### config.mk
export PLATFORM = sky130hd
export DESIGN_NAME = cycle_bus_timer
export DESIGN_NICKNAME = d
export VERILOG_FILES = /design/src/rtl/cbt_pkg.sv /design/src/rtl/cbt_cycle_ctr.sv /design/src/rtl/cbt_evt.sv /design/src/rtl/cbt_bus_ext.sv /design/src/rtl/cycle_bus_timer.sv
export SDC_FILE = /design/constraint.sdc
export NUM_CORES = 1
export LEC_CHECK = 0
export CAP_MARGIN = 20
export CORE_ASPECT_RATIO = 1.2
export CORE_MARGIN = 2
export CORE_UTILIZATION = 48
export CTS_CLUSTER_SIZE = 14
export DETAILED_ROUTE_END_ITERATION = 10
export PLACE_DENSITY_LB_ADDON = 0.12
export SLEW_MARGIN = 5
export SYNTH_ARGS = -nofsm -noshare
export SYNTH_HDL_FRONTEND = slang
export SYNTH_SLANG_ARGS = --single-unit
### constraint.sdc
create_clock -name clk_i -period 1.99 [get_ports clk_i]
set_input_delay 0.2985 -clock clk_i [delete_from_list [all_inputs] [get_ports clk_i]]
set_output_delay 0.2985 -clock clk_i [all_outputs]
set_load 0.02 [all_outputs]
### src/rtl/cbt_pkg.sv
package cbt_pkg;
  localparam int OFF_W = 12;
  localparam int CNT_W = 13;
  localparam int SEC_W = 7;
  localparam int WORD_W = OFF_W + CNT_W + SEC_W;
  localparam int SEC_LSB = OFF_W + CNT_W;
  localparam int CARRY_BIT = SEC_W - 1;

  typedef enum logic [1:0] {
    ADDR_CYC  = 2'd0,
    ADDR_BUS  = 2'd1,
    ADDR_STAT = 2'd2
  } cbt_addr_e;

  typedef struct packed {
    logic [SEC_W-1:0] sec;
    logic [CNT_W-1:0] cnt;
    logic [OFF_W-1:0] off;
  } cyc_word_t;
endpackage

### src/rtl/cbt_cycle_ctr.sv
module cbt_cycle_ctr
  import cbt_pkg::*;
#(
  parameter int OFFSET_MAX = 3071,
  parameter int COUNT_MAX  = 7999
) (
  input  logic      clk_i,
  input  logic      rst_ni,
  input  logic      tick_i,
  input  logic      load_i,
  input  cyc_word_t load_val_i,
  output cyc_word_t cyc_o
);
  localparam logic [OFF_W-1:0] OffLast = OFF_W'(OFFSET_MAX);
  localparam logic [CNT_W-1:0] CntLast = CNT_W'(COUNT_MAX);

  cyc_word_t cyc_q, cyc_d;
  logic off_wrap, cnt_wrap;

  assign off_wrap = (cyc_q.off == OffLast);
  assign cnt_wrap = (cyc_q.cnt == CntLast);

  always_comb begin
    cyc_d = cyc_q;
    if (load_i) begin
      cyc_d = load_val_i;
    end else if (tick_i) begin
      cyc_d.off = off_wrap ? '0 : cyc_q.off + 1'b1;
      if (off_wrap) begin
        cyc_d.cnt = cnt_wrap ? '0 : cyc_q.cnt + 1'b1;
        if (cnt_wrap) cyc_d.sec = cyc_q.sec + 1'b1;
      end
    end
  end

  always_ff @(posedge clk_i or negedge rst_ni) begin
    if (!rst_ni) cyc_q <= '0;
    else         cyc_q <= cyc_d;
  end

  assign cyc_o = cyc_q;

  p_offset_range_r1: assert property (@(posedge clk_i) disable iff (!rst_ni)
    cyc_q.off <= OffLast);
  p_count_range_r1: assert property (@(posedge clk_i) disable iff (!rst_ni)
    cyc_q.cnt <= CntLast);
  p_offset_step_r2: assert property (@(posedge clk_i) disable iff (!rst_ni)
    (tick_i && !load_i && !off_wrap) |=> (cyc_q.off == $past(cyc_q.off) + 1'b1));
  p_sec_step_r2: assert property (@(posedge clk_i) disable iff (!rst_ni)
    (tick_i && !load_i && off_wrap && cnt_wrap) |=>
      (cyc_q.sec == $past(cyc_q.sec) + 1'b1));
endmodule

### src/rtl/cbt_evt.sv
module cbt_evt (
  input  logic clk_i,
  input  logic rst_ni,
  input  logic msb_i,
  input  logic init_i,
  input  logic init_msb_i,
  input  logic cyc_load_i,
  input  logic clr_i,
  output logic evt_o,
  output logic sticky_o
);
  logic msb_q, sticky_q;

  assign evt_o = msb_i ^ msb_q;

  always_ff @(posedge clk_i or negedge rst_ni) begin
    if (!rst_ni) begin
      msb_q    <= 1'b0;
      sticky_q <= 1'b0;
    end else begin
      msb_q <= init_i ? init_msb_i : msb_i;
      if (evt_o)      sticky_q <= 1'b1;
      else if (clr_i) sticky_q <= 1'b0;
    end
  end

  assign sticky_o = sticky_q;

  p_evt_single_r3: assert property (@(posedge clk_i) disable iff (!rst_ni)
    (evt_o && !cyc_load_i && !init_i) |=> !evt_o);
  p_sticky_set_r4: assert property (@(posedge clk_i) disable iff (!rst_ni)
    evt_o |=> sticky_q);
endmodule

### src/rtl/cbt_bus_ext.sv
module cbt_bus_ext
  import cbt_pkg::*;
(
  input  logic             clk_i,
  input  logic             rst_ni,
  input  logic [SEC_W-1:0] sec_i,
  input  logic             sync_i,
  input  logic             wr_i,
  input  logic [31:7]      wdata_hi_i,
  input  logic             init_i,
  input  logic [31:6]      init_hi_i,
  output logic [31:0]      rd_val_o
);
  logic [31:0] bt_q, bt_upd, bt_d;
  logic        need_carry;

  assign need_carry = sync_i && (bt_q[CARRY_BIT] != sec_i[CARRY_BIT]);
  assign bt_upd     = need_carry ? bt_q + 32'h40 : bt_q;

  always_comb begin
    bt_d = bt_upd;
    if (init_i)    bt_d = {init_hi_i, 6'b0};
    else if (wr_i) bt_d = {wdata_hi_i, bt_upd[6:0]};
  end

  always_ff @(posedge clk_i or negedge rst_ni) begin
    if (!rst_ni) bt_q <= '0;
    else         bt_q <= bt_d;
  end

  assign rd_val_o = bt_upd | {25'b0, sec_i};

  p_carry_r6: assert property (@(posedge clk_i) disable iff (!rst_ni)
    (need_carry && !init_i) |=> (bt_q[CARRY_BIT] == $past(sec_i[CARRY_BIT])));
  p_write_keep_r7: assert property (@(posedge clk_i) disable iff (!rst_ni)
    (wr_i && !init_i && !sync_i) |=>
      (bt_q[31:7] == $past(wdata_hi_i) && bt_q[6:0] == $past(bt_q[6:0])));
endmodule

### src/rtl/cycle_bus_timer.sv
module cycle_bus_timer
  import cbt_pkg::*;
#(
  parameter int OFFSET_MAX = 3071,
  parameter int COUNT_MAX  = 7999
) (
  input  logic        clk_i,
  input  logic        rst_ni,
  input  logic        tick_i,
  input  logic        init_i,
  input  logic [31:0] init_sec_i,
  input  logic        rd_i,
  input  logic        wr_i,
  input  logic [1:0]  addr_i,
  input  logic [31:0] wdata_i,
  output logic [31:0] rdata_o,
  output logic        evt64_o
);
  localparam logic [OFF_W-1:0] OffLast = OFF_W'(OFFSET_MAX);
  localparam logic [CNT_W-1:0] CntLast = CNT_W'(COUNT_MAX);

  cyc_word_t   cyc, wr_word, load_word;
  logic        wr_cyc, wr_bus, wr_stat, rd_bus, cyc_load, sticky;
  logic [31:0] bus_val, rd_mux, rdata_q;

  assign wr_cyc  = wr_i && (addr_i == ADDR_CYC);
  assign wr_bus  = wr_i && (addr_i == ADDR_BUS);
  assign wr_stat = wr_i && (addr_i == ADDR_STAT);
  assign rd_bus  = rd_i && (addr_i == ADDR_BUS) && !init_i;

  always_comb begin
    wr_word     = wdata_i;
    wr_word.off = (wr_word.off > OffLast) ? OffLast : wr_word.off;
    wr_word.cnt = (wr_word.cnt > CntLast) ? CntLast : wr_word.cnt;
  end

  assign cyc_load  = init_i || wr_cyc;
  assign load_word = init_i ? cyc_word_t'({init_sec_i[SEC_W-1:0], 25'b0}) : wr_word;

  cbt_cycle_ctr #(.OFFSET_MAX(OFFSET_MAX), .COUNT_MAX(COUNT_MAX)) u_ctr (
    .clk_i      (clk_i),
    .rst_ni     (rst_ni),
    .tick_i     (tick_i),
    .load_i     (cyc_load),
    .load_val_i (load_word),
    .cyc_o      (cyc)
  );

  cbt_evt u_evt (
    .clk_i      (clk_i),
    .rst_ni     (rst_ni),
    .msb_i      (cyc.sec[CARRY_BIT]),
    .init_i     (init_i),
    .init_msb_i (init_sec_i[CARRY_BIT]),
    .cyc_load_i (cyc_load),
    .clr_i      (wr_stat && wdata_i[0]),
    .evt_o      (evt64_o),
    .sticky_o   (sticky)
  );

  cbt_bus_ext u_bus (
    .clk_i      (clk_i),
    .rst_ni     (rst_ni),
    .sec_i      (cyc.sec),
    .sync_i     (evt64_o || rd_bus),
    .wr_i       (wr_bus),
    .wdata_hi_i (wdata_i[31:7]),
    .init_i     (init_i),
    .init_hi_i  (init_sec_i[31:6]),
    .rd_val_o   (bus_val)
  );

  always_comb begin
    unique case (addr_i)
      ADDR_CYC:  rd_mux = cyc;
      ADDR_BUS:  rd_mux = bus_val;
      ADDR_STAT: rd_mux = {31'b0, sticky};
      default:   rd_mux = '0;
    endcase
  end

  always_ff @(posedge clk_i or negedge rst_ni) begin
    if (!rst_ni)   rdata_q <= '0;
    else if (rd_i) rdata_q <= rd_mux;
  end

  assign rdata_o = rdata_q;

  p_write_beats_tick_r9: assert property (@(posedge clk_i) disable iff (!rst_ni)
    (wr_cyc && !init_i) |=> (cyc == $past(wr_word)));
  p_init_quiet_r8: assert property (@(posedge clk_i) disable iff (!rst_ni)
    init_i |=> !evt64_o);
endmodule

== After elaboration in Yosys (flattened, before gate mapping) ==
Index checks and enable logic that the tools add are counted.

* Bitwise logic cells: 2
* Reductions and logical operators: 17
* $lt $le $gt $ge: 2
* Mux-type cells: 16
* Add/sub/neg operators: 4
* Equality and inequality tests: 5

{| class="wikitable"
|+ Operator list
! cell !! count
|-
| $mux W32 || 6
|-
| $pmux W32 S3 || 1
|-
| $add A32 B7 Y32 const B || 1
|-
| $or A32 B7 Y32 || 1
|-
| $mux W13 || 2
|-
| $mux W12 || 2
|-
| $mux W20 || 1
|-
| $add A13 B1 Y13 const B || 1
|-
| $eq A13 B13 Y1 const B || 1
|-
| $gt A13 B13 Y1 const B || 1
|-
| $add A12 B1 Y12 const B || 1
|-
| $eq A12 B12 Y1 const B || 1
|-
| $gt A12 B12 Y1 const B || 1
|-
| $reduce_bool A2 Y1 || 4
|-
| $add A7 B1 Y7 const B || 1
|-
| $logic_and A1 B1 Y1 || 7
|-
| $mux W7 || 1
|-
| $mux W1 || 3
|-
| $reduce_and A3 Y1 || 1
|-
| $eq A2 B1 Y1 const B || 1
|-
| $eq A2 B2 Y1 const B || 1
|-
| $logic_not A2 Y1 || 1
|-
| $logic_or A1 B1 Y1 || 2
|-
| $reduce_and A2 Y1 || 1
|-
| other kinds (3) || 3
|}

* Input bits: 72
* Word-level logic and storage cells: 53
* Register bits: 98

== Logic depth before layout (Yosys ltp) ==
* Depth after elaboration: 8
* Gate-level depth with buffers: 8

== Modules after synthesis ==
From an unflattened synthesis, not the netlist that was laid out.

* Cell total of the unflattened synthesis: 602
* Area, all modules: 5850.6 µm²

{| class="wikitable"
|+ Modules (own cells, without submodules)
! module !! cells each !! times used !! area each (µm²)
|-
| cbt_cycle_ctr || 231 || 1 || 2024.4
|-
| cycle_bus_timer || 177 || 1 || 1981.9
|-
| cbt_bus_ext || 188 || 1 || 1762.9
|-
| cbt_evt || 6 || 1 || 81.3
|}

== Least setup slack after synthesis ==
No wires, ideal clock.

* Kind: reg-to-reg
* Start point: reg u_ctr.cyc_q, in the netlist u_ctr.cyc_o[0]
* End point: reg u_ctr.cyc_q, in the netlist u_ctr.cyc_o[25]
* Period minus slack after synthesis: 2108 ps
* Required time: 1866 ps
* Data arrival time: 1984 ps
* Slack: -118 ps
* Stages on the path, launching flop included: 8
* Cells stage by stage: dfrtp_1 > ha_1 > and4_1 > clkbuf_1 > nand4_1 > nor3_1 > mux2_2 > a211o_1

* Cells in the longest elaborated chain, start to end: 3

{| class="wikitable"
|+ RTL lines
! item !! line !! text
|-
| start: declaration || cbt_cycle_ctr.sv:17 || <nowiki>cyc_word_t cyc_q, cyc_d;</nowiki>
|-
| start signal: assignment || cbt_cycle_ctr.sv:38 || <nowiki>else cyc_q <= cyc_d;</nowiki>
|-
| $eq A12 B12 Y1 || cbt_cycle_ctr.sv:20 || <nowiki>assign off_wrap = (cyc_q.off == OffLast);</nowiki>
|-
| $reduce_bool A2 Y1 (no line) || -- ||
|-
| $reduce_and A3 Y1 (no line) || -- ||
|}

No other way between the ends.
A chain may end at the register's enable or synchronous reset.

== Worst setup path after layout ==
* Start point: reg u_bus.bt_q[6]
* End point: reg u_bus.bt_q[20]

* Cells in the longest elaborated chain, start to end: 5

{| class="wikitable"
|+ RTL lines
! item !! line !! text
|-
| start: declaration || cbt_bus_ext.sv:14 || <nowiki>logic [31:0] bt_q, bt_upd, bt_d;</nowiki>
|-
| start signal: assignment || cbt_bus_ext.sv:28 || <nowiki>else bt_q <= bt_d;</nowiki>
|-
| parallel branches: the longest is 2 deep, another holds $add A32 B7 Y32 || -- ||
|-
| $mux W32 * || cbt_bus_ext.sv:18 || <nowiki>assign bt_upd = need_carry ? bt_q + 32'h40 : bt_q;</nowiki>
|-
| $mux W32 * || cbt_bus_ext.sv:23 || <nowiki>else if (wr_i) bt_d = {wdata_hi_i, bt_upd[6:0]};</nowiki>
|-
| $mux W32 * || cbt_bus_ext.sv:22 || <nowiki>if (init_i) bt_d = {init_hi_i, 6'b0};</nowiki>
|-
| via u_bus.bt_d[20] || cbt_bus_ext.sv:14 ||
|}

Mark *: on every way through the listed nets, which the timed path passes.

==> results by group <==
Run status
  • Status: complete, but fails checks
  • Failing checks: setup timing

Critical path
  • CP Launch Point: u_bus.bt_q[6]
  • Critical Path RT: 2.25 ns
  • Worst Setup End Kind: register
  • Nature of the critical path startpoint: register
  • Arrival time at the worst endpoint: 2.31 ns
  • Crit path kind: register to register
  • CP Max Fanout: 6
  • Reg2Reg Launch Point: u_bus.bt_q[6]

Timing
  • Unrepaired setup endpoints after global routing: yes
  • PnR worst setup slack: -0.06610 ns
  • Fin. max-slew vios: 0
  • Period minus WS final: 2.056 ns
  • Maximum achievable frequency: 486.4 MHz
  • Worst Max-Slew Pin Slew: 0.4559 ns
  • Setup_tns: -0.3088 ns
  • Final Hold Viols: 0
  • Fin crit share: 103.3%
  • Final setup vio count: 11
  • Slew HR: 69.33%
  • Clock Skew: 0.007022 ns

Global route
  • Met1 GRT Util: 45.22%
  • All-Layer GR Usage: 33.35%
  • GRT overflow: 0
  • Largest net degree at the start of global routing: 35
  • Global route hottest layer: met2
  • Vias in the first global route: 6,063
  • GRT met2 Usage: 53.19%
  • Global-route wire length before repair: 32,060 um
  • Met3 usage: 5.766%
  • Initial antenna violation count: 0

Synthesis
  • Cells after Synth: 617
  • Yosys cell types: 73
  • Post-synthesis mux area share: 4.840%
  • Synth Area per Inst: 9.217 um^2
  • Commonest cells in the synthesized netlist: 92 x dfrtp_1, 60 x o21ai_0, 57 x nand2_1, 31 x clkbuf_1, 28 x nor2_1
  • Synth top area share: 40.48%
  • Post-synthesis sequential area ratio: 40.48%
  • Top-count cell post-synth: dfrtp_1
  • Largest family of logic cells by synthesized area: compound AO/OA/AOI/OAI gates
  • Synth Area in Compound Gates: 25.28%
  • Mapped Area: 5687 um^2
  • Ys async rst share: 100.0%
  • Simple-Gate Fraction of Synth Area: 19.12%
  • Synth Area in Adders: 0.8801%
  • Synth area leader: dfrtp_1
  • Top_reg_cell synth: dfrtp_1
  • Syn_nets: 693
  • Yosys warnings: 0
  • Flops & latches, synth: 92
  • Top area cells in the synthesized netlist: dfrtp_1 40%, o21ai_0 5.3%, mux2i_1 4.0%
  • Post-synth EDFFs: 0
  • Post-Synth XOR/XNOR Area: 4.444%

Die
  • CORE AREA: 11,570 um^2
  • Die width: 103.4 um
  • Site Rows: 43
  • Die Y: 123.2 um
  • Die area: 12,740 um^2
  • # IOs: 105
  • Initial cell density of the core: 49.16%

Drt
  • WL/cell: 21.79 um
  • DR pass1 iterations: 6
  • Post-DRT Antenna Nets: 0
  • DRC violation count after routing: 0
  • Initial DRC count: 472
  • Via count: 6,172
  • Routed WL: 21,730 um
  • DR vias/cell: 6.191

Cells and area
  • Ant diodes: 0
  • Layout cell share with drive strength beyond 1: 29.17%
  • Area Overhead vs Synth: 54.74%
  • Design area: 8800 um^2
  • Fillers: 810
  • Post-layout nets: 911

Place
  • Gpl congestion: 0.9668
  • Cell Area, Placed: 7741 um^2
  • Post-DP HPWL: 15,720 um
  • Number of port buffers: 104

Job
  • Max Cap Viol: 0

Clock network
  • Total CTS buffers: 9
  • Clock Sinks: 92
  • Clock root cell: clkbuf_16
  • Clock tree buffer depth: 2
  • H-Tree Depth: 3
  • TritonCTS clock tree: yes
  • Clk pin slew, worst setup/hold paths: 0.07 ns
  • Worst-Skew Late Latency: 0.35 ns

Power
  • Max IR drop VDD: 0.0004387 V
  • Power Density: 655.3 nW/um^2
  • Pleak: 3.755 nW

Hold path
  • Worst min-delay path class: input port to async pin
## cells by family after synthesis
logic type | Yosys count
adder cells (fa/ha/maj) | 4
buffers and inverters | 66
AO/OA/AOI/OAI | 197
XOR/XNOR | 28
flip-flops | 92
AND/OR/NAND/NOR | 203
multiplexers | 27
## final cells by class
class                      count  area, um^2  share of cell area, %
clock buffer                  13       270.3                  3.071
clock inverter                 3       67.56                 0.7678
inverter                      24       90.09                  1.024
multi-input combinational    459        3600                  40.91
sequential                    92        2305                  26.19
tap                          157       196.4                  2.232
timing repair buffer         249        2271                  25.81
## metrics by stage
step	utilization [%]	power (mW)	hold slack, ns	setup slack (ns)	std cells
after floorplan	-	2.867	0.002909	-0.01263	617
after global placement	66.92	3.603	0.2492	-0.4294	962
after CTS	72.07	5.637	0.4387	-0.04789	988
after detailed placement	66.92	3.638	0.2565	-0.5140	962
after global routing	76.07	5.966	0.4697	-0.1400	997
final	76.07	5.767	0.4293	-0.06610	997
## critical path, stage by stage, from the launching register on
cell and delay, ns:
dfrtp_1 0.44, ha_4 0.18, nand3_4 0.09, a2111oi_4 0.35
buf_4 0.18, buf_12 0.12, nand4_4 0.14, xor2_4 0.23
a221oi_2 0.23
## worst paths after layout
check | end | slack (ns) | cells after the start
worst min register to register | rdata_o[5] | 0.49 | 1
min in group clk_i | u_bus.bt_q[9] | 0.47 | 4
worst max register to register | u_bus.bt_q[20] | -0.07 | 8
worst max-delay path | u_bus.bt_q[20] | -0.07 | 8
max in group asynchronous | u_bus.bt_q[30] | 1.02 | 3
worst min-delay path | u_bus.bt_q[6] | 0.43 | 2
## per-layer routing
metal  wire length [um]  vias up
li1                   -     2748
met1               8587     3017
met2              10530      348
met3               1840       59
met4                767        0
met5                  0        -
## layout by cell type (no fill, tap or decap), types with 8 or more instances in the layout
| cell type | synthesis | final |
|---|---|---|
| and3_1 | 13 | 13 |
| o21ai_1 | 4 | 11 |
| xor2_2 | 0 | 9 |
| nand4_1 | 14 | 14 |
| nor2_1 | 28 | 27 |
| a22oi_1 | 9 | 8 |
| nand3_1 | 25 | 19 |
| a221oi_2 | 7 | 10 |
| buf_4 | 1 | 129 |
| clkdlybuf4s50_1 | 0 | 100 |
| nand2_1 | 57 | 54 |
| o2bb2ai_1 | 17 | 16 |
| a21oi_1 | 23 | 22 |
| mux2i_1 | 23 | 23 |
| o21a_1 | 8 | 8 |
| o21ai_0 | 60 | 48 |
| clkbuf_16 | 0 | 11 |
| nor3_1 | 18 | 15 |
| xor2_1 | 20 | 9 |
| inv_1 | 24 | 24 |
| a22o_1 | 11 | 11 |
| dfrtp_1 | 92 | 90 |
## registers in the layout (all words and copies together) (netlist names)
register and count:
rdata_o 32, u_ctr.cyc_o 32, u_bus.bt_q 26, u_evt.msb_q 1
u_evt.sticky_o 1
## where the power goes
| group | leakage (nW) | switching (mW) | internal [mW] | total [mW] |
|---|---|---|---|---|
| Sequential | 1.16 | 0.166 | 2.05 | 2.21 |
| Clock | 0.162 | 0.754 | 1.21 | 1.96 |
| Combinational | 2.43 | 0.831 | 0.764 | 1.59 |
## what timing repair did
item / CTS / global route
gates cloned: 0 / 2
buffers inserted: 10 / 7
hold buffers: 1 / 0
endpoints found under the setup margin: 40 / 67
resized for setup: 33 / 72
pin swaps: 15 / 37
hold endpoints to repair: 25 / 0
No activity file was read; power rests on OpenSTA's default activity.
